### config.mk
export PLATFORM = sky130hd
export DESIGN_NAME = mdio_mgmt_master
export DESIGN_NICKNAME = d
export VERILOG_FILES = /design/src/rtl/mdio_mgmt_pkg.sv /design/src/rtl/mdio_mgmt_ctrl.sv /design/src/rtl/mdio_mgmt_dp.sv /design/src/rtl/mdio_mgmt_master.sv
export SDC_FILE = /design/constraint.sdc
export NUM_CORES = 1
export LEC_CHECK = 0
export ABC_CLOCK_PERIOD_IN_PS = 3200
export BUFFER_PORTS_ARGS = -buffer_cell sky130_fd_sc_hd__buf_2
export CAP_MARGIN = 0
export CORE_MARGIN = 2
export CORE_UTILIZATION = 50
export DETAILED_ROUTE_END_ITERATION = 12
export HOLD_SLACK_MARGIN = 0.02
export PLACE_DENSITY = 0.76
export REMOVE_ABC_BUFFERS = 1
export SYNTH_ARGS = -nofsm -noshare
export SYNTH_HDL_FRONTEND = slang
export SYNTH_HIERARCHICAL = 1
export SYNTH_SLANG_ARGS = --single-unit
### constraint.sdc
create_clock -name clk -period 3.2 [get_ports clk]
set_input_delay 0.48 -clock clk [delete_from_list [all_inputs] [get_ports clk]]
set_output_delay 0.48 -clock clk [all_outputs]
set_load 0.02 [all_outputs]
### src/rtl/mdio_mgmt_pkg.sv
package mdio_mgmt_pkg;
  localparam int PRE_LEN   = 32;
  localparam int FRAME_LEN = PRE_LEN + 32;
  localparam int IDX_W     = $clog2(FRAME_LEN);
  localparam int TURN_IDX  = PRE_LEN + 14;
  localparam int DATA_IDX  = PRE_LEN + 16;
  localparam int CMD_W     = 28;
  localparam int THR_W     = 8;
  localparam int LAT_W     = 3;
  localparam logic [1:0] OP_READ = 2'b10;

  typedef struct packed {
    logic [1:0]  op;
    logic [4:0]  phy;
    logic [4:0]  regAd;
    logic [15:0] wdata;
  } mdio_cmd_t;

  typedef struct packed {
    logic             load;
    logic             busy;
    logic [IDX_W-1:0] bitIdx;
    logic             capture;
  } mdio_strobe_t;
endpackage

### src/rtl/mdio_mgmt_ctrl.sv
module mdio_mgmt_ctrl
  import mdio_mgmt_pkg::*;
#(
  parameter int TW      = THR_W,
  parameter int LW      = LAT_W,
  parameter int FRAME_N = FRAME_LEN
) (
  input  logic          clk,
  input  logic          rstN,
  input  logic          startReq,
  input  logic          cfgWrEn,
  input  logic [TW-1:0] cfgThrIn,
  input  logic          cfgEdgeIn,
  input  logic [LW-1:0] cfgLatIn,
  input  logic          cmdIsRead,
  output logic [TW-1:0] cfgThr,
  output logic          cfgEdge,
  output logic [LW-1:0] cfgLat,
  output logic          busy,
  output logic          idle,
  output logic          mdc,
  output mdio_strobe_t  strobe
);
  localparam int HALF_N  = 2 * FRAME_N;
  localparam int HW      = $clog2(HALF_N);
  localparam int IW      = $clog2(FRAME_N);
  localparam int DW      = TW + 1;
  localparam int DSTART  = FRAME_N - 16;

  logic [TW-1:0] divCnt;
  logic [HW-1:0] halfCnt;
  logic          pend;
  logic [LW-1:0] dly;

  logic [TW-1:0] halfLen;
  logic [DW-1:0] maxDly;
  logic [LW-1:0] latEff;
  logic          tick, accept, riseInData, lastHalf;
  logic [IW-1:0] bitNow, leadIdx;
  logic [HW-1:0] leadFull;

  always_comb begin
    halfLen = (cfgThr == '0) ? TW'(1) : cfgThr;
    maxDly  = {halfLen, 1'b0} - DW'(2);
    latEff  = (DW'(cfgLat) > maxDly) ? maxDly[LW-1:0] : cfgLat;
  end

  assign idle       = !busy && !pend;
  assign accept     = startReq && idle;
  assign tick       = busy && (divCnt >= halfLen - TW'(1));
  assign lastHalf   = (halfCnt == HW'(HALF_N - 1));
  assign bitNow     = halfCnt[HW-1:1];
  assign riseInData = tick && !halfCnt[0] && cmdIsRead && (bitNow >= IW'(DSTART));
  assign leadFull   = {1'b0, halfCnt[HW-1:1]} + {{(HW-1){1'b0}}, halfCnt[0]};
  assign leadIdx    = (leadFull >= HW'(FRAME_N)) ? IW'(FRAME_N - 1) : leadFull[IW-1:0];
  assign mdc        = halfCnt[0];

  always_comb begin
    strobe.load    = accept;
    strobe.busy    = busy;
    strobe.bitIdx  = cfgEdge ? leadIdx : bitNow;
    strobe.capture = pend && (dly == '0);
  end

  always_ff @(posedge clk) begin
    if (!rstN) begin
      cfgThr  <= '0;
      cfgEdge <= 1'b0;
      cfgLat  <= '0;
      busy    <= 1'b0;
      divCnt  <= '0;
      halfCnt <= '0;
      pend    <= 1'b0;
      dly     <= '0;
    end else begin
      if (cfgWrEn) begin
        cfgThr  <= cfgThrIn;
        cfgEdge <= cfgEdgeIn;
        cfgLat  <= cfgLatIn;
      end
      if (accept) begin
        busy    <= 1'b1;
        divCnt  <= '0;
        halfCnt <= '0;
      end else if (busy) begin
        if (tick) begin
          divCnt <= '0;
          if (lastHalf) begin
            busy    <= 1'b0;
            halfCnt <= '0;
          end else begin
            halfCnt <= halfCnt + HW'(1);
          end
        end else begin
          divCnt <= divCnt + TW'(1);
        end
      end
      if (riseInData) begin
        pend <= 1'b1;
        dly  <= latEff;
      end else if (pend) begin
        if (dly == '0) pend <= 1'b0;
        else           dly  <= dly - LW'(1);
      end
    end
  end


  mdc_idle_low_chk: assert property (@(posedge clk) disable iff (!rstN)
    !busy |-> !mdc);


  frame_len_chk: assert property (@(posedge clk) disable iff (!rstN)
    $fell(busy) |-> ($past(halfCnt) == HW'(HALF_N - 1)));


  capture_gap_chk: assert property (@(posedge clk) disable iff (!rstN)
    strobe.capture |=> !strobe.capture);
endmodule

### src/rtl/mdio_mgmt_dp.sv
module mdio_mgmt_dp
  import mdio_mgmt_pkg::*;
(
  input  logic         clk,
  input  logic         rstN,
  input  mdio_strobe_t strobe,
  input  mdio_cmd_t    cmdIn,
  input  logic         mdioIn,
  output mdio_cmd_t    cmdQ,
  output logic         stSeen,
  output logic         isRead,
  output logic [15:0]  rdData,
  output logic         mdioOut,
  output logic         mdioOe
);
  logic [FRAME_LEN-1:0] frame;

  assign isRead = (cmdQ.op == OP_READ);

  always_comb begin
    frame   = {{PRE_LEN{1'b1}}, 2'b01, cmdQ.op, cmdQ.phy, cmdQ.regAd,
               (isRead ? 2'b11 : 2'b10), cmdQ.wdata};
    mdioOe  = strobe.busy && !(isRead && (strobe.bitIdx >= IDX_W'(TURN_IDX)));
    mdioOut = mdioOe ? frame[IDX_W'(FRAME_LEN - 1) - strobe.bitIdx] : 1'b1;
  end

  always_ff @(posedge clk) begin
    if (!rstN) begin
      cmdQ   <= '0;
      stSeen <= 1'b0;
      rdData <= '0;
    end else begin
      if (strobe.load) begin
        cmdQ   <= cmdIn;
        stSeen <= 1'b1;
      end
      if (strobe.capture) rdData <= {rdData[14:0], mdioIn};
    end
  end


  preamble_ones_chk: assert property (@(posedge clk) disable iff (!rstN)
    (mdioOe && (strobe.bitIdx < IDX_W'(PRE_LEN))) |-> mdioOut);


  capture_read_chk: assert property (@(posedge clk) disable iff (!rstN)
    strobe.capture |-> isRead);


  idx_step_chk: assert property (@(posedge clk) disable iff (!rstN)
    (strobe.busy && $past(strobe.busy)) |->
      ((strobe.bitIdx == $past(strobe.bitIdx)) ||
       (strobe.bitIdx == $past(strobe.bitIdx) + IDX_W'(1))));
endmodule

### src/rtl/mdio_mgmt_master.sv
module mdio_mgmt_master
  import mdio_mgmt_pkg::*;
#(
  parameter int ADDR_W = 3
) (
  input  logic              clk,
  input  logic              rstN,
  input  logic              regWrEn,
  input  logic [ADDR_W-1:0] regAddr,
  input  logic [31:0]       regWdata,
  output logic [31:0]       regRdData,
  output logic              mdc,
  output logic              mdioOut,
  output logic              mdioOe,
  input  logic              mdioIn
);
  logic            cmdHit, statHit, startReq, cfgWrEn;
  logic [THR_W-1:0] cfgThr;
  logic            cfgEdge;
  logic [LAT_W-1:0] cfgLat;
  logic            busy, idle, isRead, stSeen;
  logic [15:0]     rdData;
  mdio_cmd_t       cmdQ;
  mdio_strobe_t    strobe;
  logic            unusedWdata;

  assign cmdHit      = (regAddr == ADDR_W'(0));
  assign statHit     = (regAddr == ADDR_W'(4));
  assign startReq    = regWrEn && cmdHit && regWdata[31] && regWdata[28];
  assign cfgWrEn     = regWrEn && statHit;
  assign unusedWdata = ^regWdata[30:29];

  mdio_mgmt_ctrl u_ctrl (
    .clk       (clk),
    .rstN      (rstN),
    .startReq  (startReq),
    .cfgWrEn   (cfgWrEn),
    .cfgThrIn  (regWdata[31:24]),
    .cfgEdgeIn (regWdata[23]),
    .cfgLatIn  (regWdata[22:20]),
    .cmdIsRead (isRead),
    .cfgThr    (cfgThr),
    .cfgEdge   (cfgEdge),
    .cfgLat    (cfgLat),
    .busy      (busy),
    .idle      (idle),
    .mdc       (mdc),
    .strobe    (strobe)
  );

  mdio_mgmt_dp u_dp (
    .clk     (clk),
    .rstN    (rstN),
    .strobe  (strobe),
    .cmdIn   (mdio_cmd_t'(regWdata[CMD_W-1:0])),
    .mdioIn  (mdioIn),
    .cmdQ    (cmdQ),
    .stSeen  (stSeen),
    .isRead  (isRead),
    .rdData  (rdData),
    .mdioOut (mdioOut),
    .mdioOe  (mdioOe)
  );

  always_comb begin
    if (cmdHit)       regRdData = {busy, 2'b00, stSeen, cmdQ};
    else if (statHit) regRdData = {cfgThr, cfgEdge, cfgLat, 3'b000, idle, rdData};
    else              regRdData = '0;
  end
endmodule

==> results.md <==
Floorplan:
- The placeable core area is roughly 0.0087 mm2.
- The die covers about 0.0096 mm2.
- The y dimension of the die is between 90 and 100 um.
- The die span in x is 98.2 um.
- In this run the count of I/O pins placed on the die edge is 74.
- Once the floorplan was initialized, standard cells occupied between 50 and 60% of the core.
- The initialized floorplan defines 34 standard-cell rows.

Detailed routing:
- The routed wire length is 11.0 mm.
- After detailed routing, the average wire length per cell comes to 16.7 um.
- The post-detailed-route DRC marker count is 0.
- The first-iteration detailed-routing DRC count is a little under 200.
- The routed layout has around 3700 vias.
- The via-per-instance ratio is 5.66.
- In this run the remaining antenna-violating nets after routing total 0.
- The first detailed-routing pass took 5 iterations.

Synthesis:
- The biggest area contributor in the post-synthesis netlist is dfxtp_1.
- The share of flip-flops with an asynchronous set or reset is 0%.
- In this run the biggest area consumer among cell types represents 34.8% of the synthesized area.
- In this run, distinct cell masters in the synthesized netlist total between 50 and 60.
- In the post-synthesis netlist, the biggest area contributors are dfxtp_1 (35%), mux2i_1 (20%), nor2b_1 (7.2%).
- For this run, the number of Yosys warnings is 6.
- Dividing the synthesized area by the synthesized cell count gives approximately 9.4 um2.
- The share of the yosys chip area belonging to registers is 34.8%.
- The cell count after synthesis is about 470.
- The number of enable flip-flop cells after synthesis is 0.
- The mapped netlist covers ~0.0044 mm2.
- The flip-flop cell with the highest count after synthesis is dfxtp_1.
- The flip-flop and latch count after synthesis is 77.

Global route:
- The number of global-route vias before repair was ~3700.
- Global routing consumed, over all layers together, 23.4% of the routing resources.
- The largest net degree at the start of global routing is 48.
- The number of antenna violations at the first check in global routing is 0.
- The total overflow left after global routing is 0.
- The first global-routing pass estimated 18.3 mm of wire.

Power:
- The logic gate share of total power is 11.2%.
- Summed over all nets, the switching power comes to between 0.0004 and 0.0005 W.
- Power spread over the standard cell area amounts to around 350 mW/mm2.
- Cell internal power was estimated by the tool at 0.00133 W.
- Overall power consumption after layout is estimated at 0.00181 W.
- VDD sags by at most 230 uV.
- Sequential cells account for a little over half of the total power.
- The static leakage power is between 2 and 2.5 nW.
- The clock network power share is 35.0%.
- The switching share of total power is between 20% and 30%.

Critical path:
- Grouping stages by cell kind, the critical path spends the most delay in compound AO/OA/AOI/OAI gates.
- The cell that appears most often on the critical path is ha_4.
- The element type at the critical path start is a register.
- The critical-path maximum fanout is 3.
- Data on the critical path arrives at its endpoint at 2.68 ns.
- Walking the worst path, the cells encountered are ha_4, ha_4, nand3_2, o21ai_2, o22a_1, mux4_2, or2_4, a211oi_4, a211oi_2, buf_4.
- The cell type of the slowest stage on the worst timing path is mux4_2.
- In this run the critical register-to-register path is captured at u_ctrl/dly[1].
- The number of buffers and inverters on the critical path is 1.
- For the worst setup path, the data required time is 2.72 ns.
- The internal reg-to-reg setup slack is 0.20 ns.
- The critical path runs through a total of 10 cells.
- STA classifies the critical path endpoint as an output pin.
- For this run, the slowest stage of the critical path takes 0.51 ns.
- The worst reg2reg path depth is 12.
- The startpoint identified for the worst register-to-register timing path is u_ctrl/cfgThr[3].
- The category of the most critical setup path is reg2out.

CTS:
- The worst-case clock buffer depth is 2.
- The total of hold buffers inserted after clock tree synthesis is 0.
- CTS built an H-tree with a depth of 3.
- Clock-pin slew was measured on the worst setup and hold paths at 0.08 ns.
- The clock tree from TritonCTS is yes.
- The count of clock tree sinks is 77.
- CTS placed an instance of clkbuf_8 at the clock tree root.
- The clock buffer count from CTS is 9.
- At the later pin of the worst-skew pair, clock insertion delay measures 0.35 ns.

Outcome:
- The flow ran to the end, and the final reports show no timing, DRC or antenna violations.

Placement:
- The number of port buffers is 73.
- Detailed placement ended at an HPWL of about 7.8 mm.
- The last weighted congestion value of the routability-driven placer is 0.847.
- The area of placed instances is 0.00489 mm2.
- The worst slack at placement is -0.000169 ns.

Final layout:
- The layout net count is ~600.
- The fraction of final layout cells sized beyond drive strength 1 is 26.2%.
- The number of fillers in the final layout is around 760.
- The antenna diode count is 0.
- With fillers left out, the area of the finished cells amounts to between 0.005 and 0.006 mm2.
- The growth of design area from synthesis to finish is 16.8%.

Job:
- The max-cap violation count is 0.

STA:
- After layout, the worst path uses 98.9% of the clock period.
- The worst-case clock skew is 0.0110 ns.
- Setup repair after global routing could not meet its margin everywhere.
- The final period demand of the worst path is ~3.2 ns.
- At the pin with the least slew margin, the transition time is just over 1 ns.
- The final sum of negative setup slack is 0 ns.
- The count of final hold-check violations is 0.
- The max-slew headroom at the worst pin is 32.1%.
- Across all setup checks in the final design, the least slack found is 0.0364 ns.
- Setup violations remaining at the end of the flow were counted as 0.
- The max-slew violation count came to 0.
- The fmax is 316 MHz.

Worst hold path:
- The startpoint of the tightest hold check path is regWdata[20].
- The cell depth of the worst min-delay path is 3.
- The path with the worst hold slack has its endpoint at u_ctrl/cfgLat[0].
- The worst min-delay path category is in2reg.
==> per-stage QoR <==
stage | utilization (%) | std cells | hold slack, ns
floorplan | - | 444 | 0.440
global placement | 56.3 | 640 | 0.450
detailed placement | 56.3 | 640 | 0.458
CTS | 58.8 | 656 | 0.373
global route | 59.6 | 658 | 0.372
finish | 59.6 | 658 | 0.376
==> worst reg2reg max path: stages (launching register included) <==
cell and delay [ns]:
dfxtp_2 0.35, or3_4 0.41, nor4_4 0.19, nor2_2 0.08
buf_4 0.16, ha_1 0.27, nand2b_1 0.16, a2111oi_2 0.42
o21ai_2 0.13, a41oi_2 0.27, buf_6 0.18, o221ai_1 0.14
o211a_1 0.15
==> routing by layer <==
| layer | global-route usage, % | part of all wire [%] | wire length, um |
|---|---|---|---|
| met5 | 0 | 0 | 0 |
| met1 | 29.9 | 45 | 4930 |
| met2 | 40.1 | 48 | 5280 |
| met3 | 4.29 | 5.2 | 575 |
| met4 | 7.48 | 2.2 | 241 |
==> layout by cell type, fill, tap and decap left out, types with 4 or more instances in the layout <==
master    count
nand2b_1      5
o21ai_0       9
nor2_1       49
dfxtp_2       5
and3_1        7
ha_1         12
nand2_1      22
clkbuf_8      9
mux2i_1      87
xnor2_1       4
a31oi_1       4
buf_2        72
buf_4        19
nand4_1       5
and2_1        4
nand3_1      10
nor3_1        4
inv_1        12
a21oi_1      14
o21a_1        4
mux4_2        4
nor2b_1      51
dfxtp_1      72
xor2_1        8
==> cell families after synthesis <==
logic type	after synthesis	synth area share [%]
fa+ha+maj	16	4.52
simple gates	175	21.3
xor+xnor	13	2.57
mux	95	23.2
compound gates	55	9.00
buf+inv	41	4.69
flops	77	34.8
==> Yosys cell counts (2+ instances only) <==
cell / n
o211ai_1: 2
nand2_1: 22
dfxtp_1: 77
clkbuf_1: 10
and2_1: 4
nor2b_1: 51
mux4_2: 3
buf_6: 4
or3_1: 2
nor2_1: 51
a31oi_1: 4
a21oi_1: 15
xnor2_1: 5
or2_1: 2
nand2b_1: 5
buf_2: 10
and3_1: 7
a211oi_2: 2
inv_1: 12
nor3_1: 4
buf_4: 3
o21ai_0: 11
mux2i_1: 87
o21a_1: 4
nand4_1: 5
nand3_1: 11
a211oi_1: 2
o22a_1: 2
mux4_1: 2
ha_1: 16
nand3b_1: 2
mux2_2: 2
xor2_1: 8
==> power groups by stage <==
stage | Combinational (W) | Clock [W] | Sequential, W
2_1_floorplan | 0.000111 | 0 | 0.000993
3_3_place_gp | 0.000184 | 0 | 0.000995
3_5_place_dp | 0.000189 | 0 | 0.000995
4_1_cts | 0.000191 | 0.000637 | 0.000973
5_1_grt | 0.000223 | 0.000683 | 0.000974
6_report | 0.000203 | 0.000632 | 0.000973
==> repair_timing <==
action                     in CTS  in global routing
pin swaps                       5                  9
gates resized for setup        14                 19
setup endpoints to repair       5                 21
gates cloned                    0                  1
setup buffers                   2                  1
==> state kept, by name, summed over array words and instances (netlist names) <==
name	count
u_dp/cmdQ	28
u_dp/rdData	16
u_ctrl/cfgThr	8
u_ctrl/divCnt	8
u_ctrl/halfCnt	7
u_ctrl/cfgLat	3
u_ctrl/dly	3
u_ctrl/busy	1
u_ctrl/cfgEdge	1
u_ctrl/pend	1
u_dp/stSeen	1
==> layout make-up <==
class / instances / area, um2 / share of cell area (%)
Multi-Input combinational cell: 354 / 2780 / 53.6
Sequential cell: 77 / 1550 / 29.9
Timing Repair Buffer: 92 / 514 / 9.93
Tap cell: 108 / 135 / 2.61
Clock buffer: 10 / 128 / 2.47
Inverter: 13 / 48.8 / 0.943
Clock inverter: 4 / 27.5 / 0.532
==> how the worst max path moves through the flow <==
stage | from | to | slack, ns
floorplan | u_ctrl/cfgThr[2] | u_ctrl/dly[1] | -0.10
global placement | u_ctrl/halfCnt[1] | mdioOut | 0.14
detailed placement | u_ctrl/halfCnt[1] | mdioOut | -0.0002
CTS | u_ctrl/halfCnt[1] | mdioOut | -0.007
global route | u_ctrl/halfCnt[0] | mdioOut | -0.09
finish | u_ctrl/halfCnt[0] | mdioOut | 0.04
No activity file was read; power rests on OpenSTA's default activity.
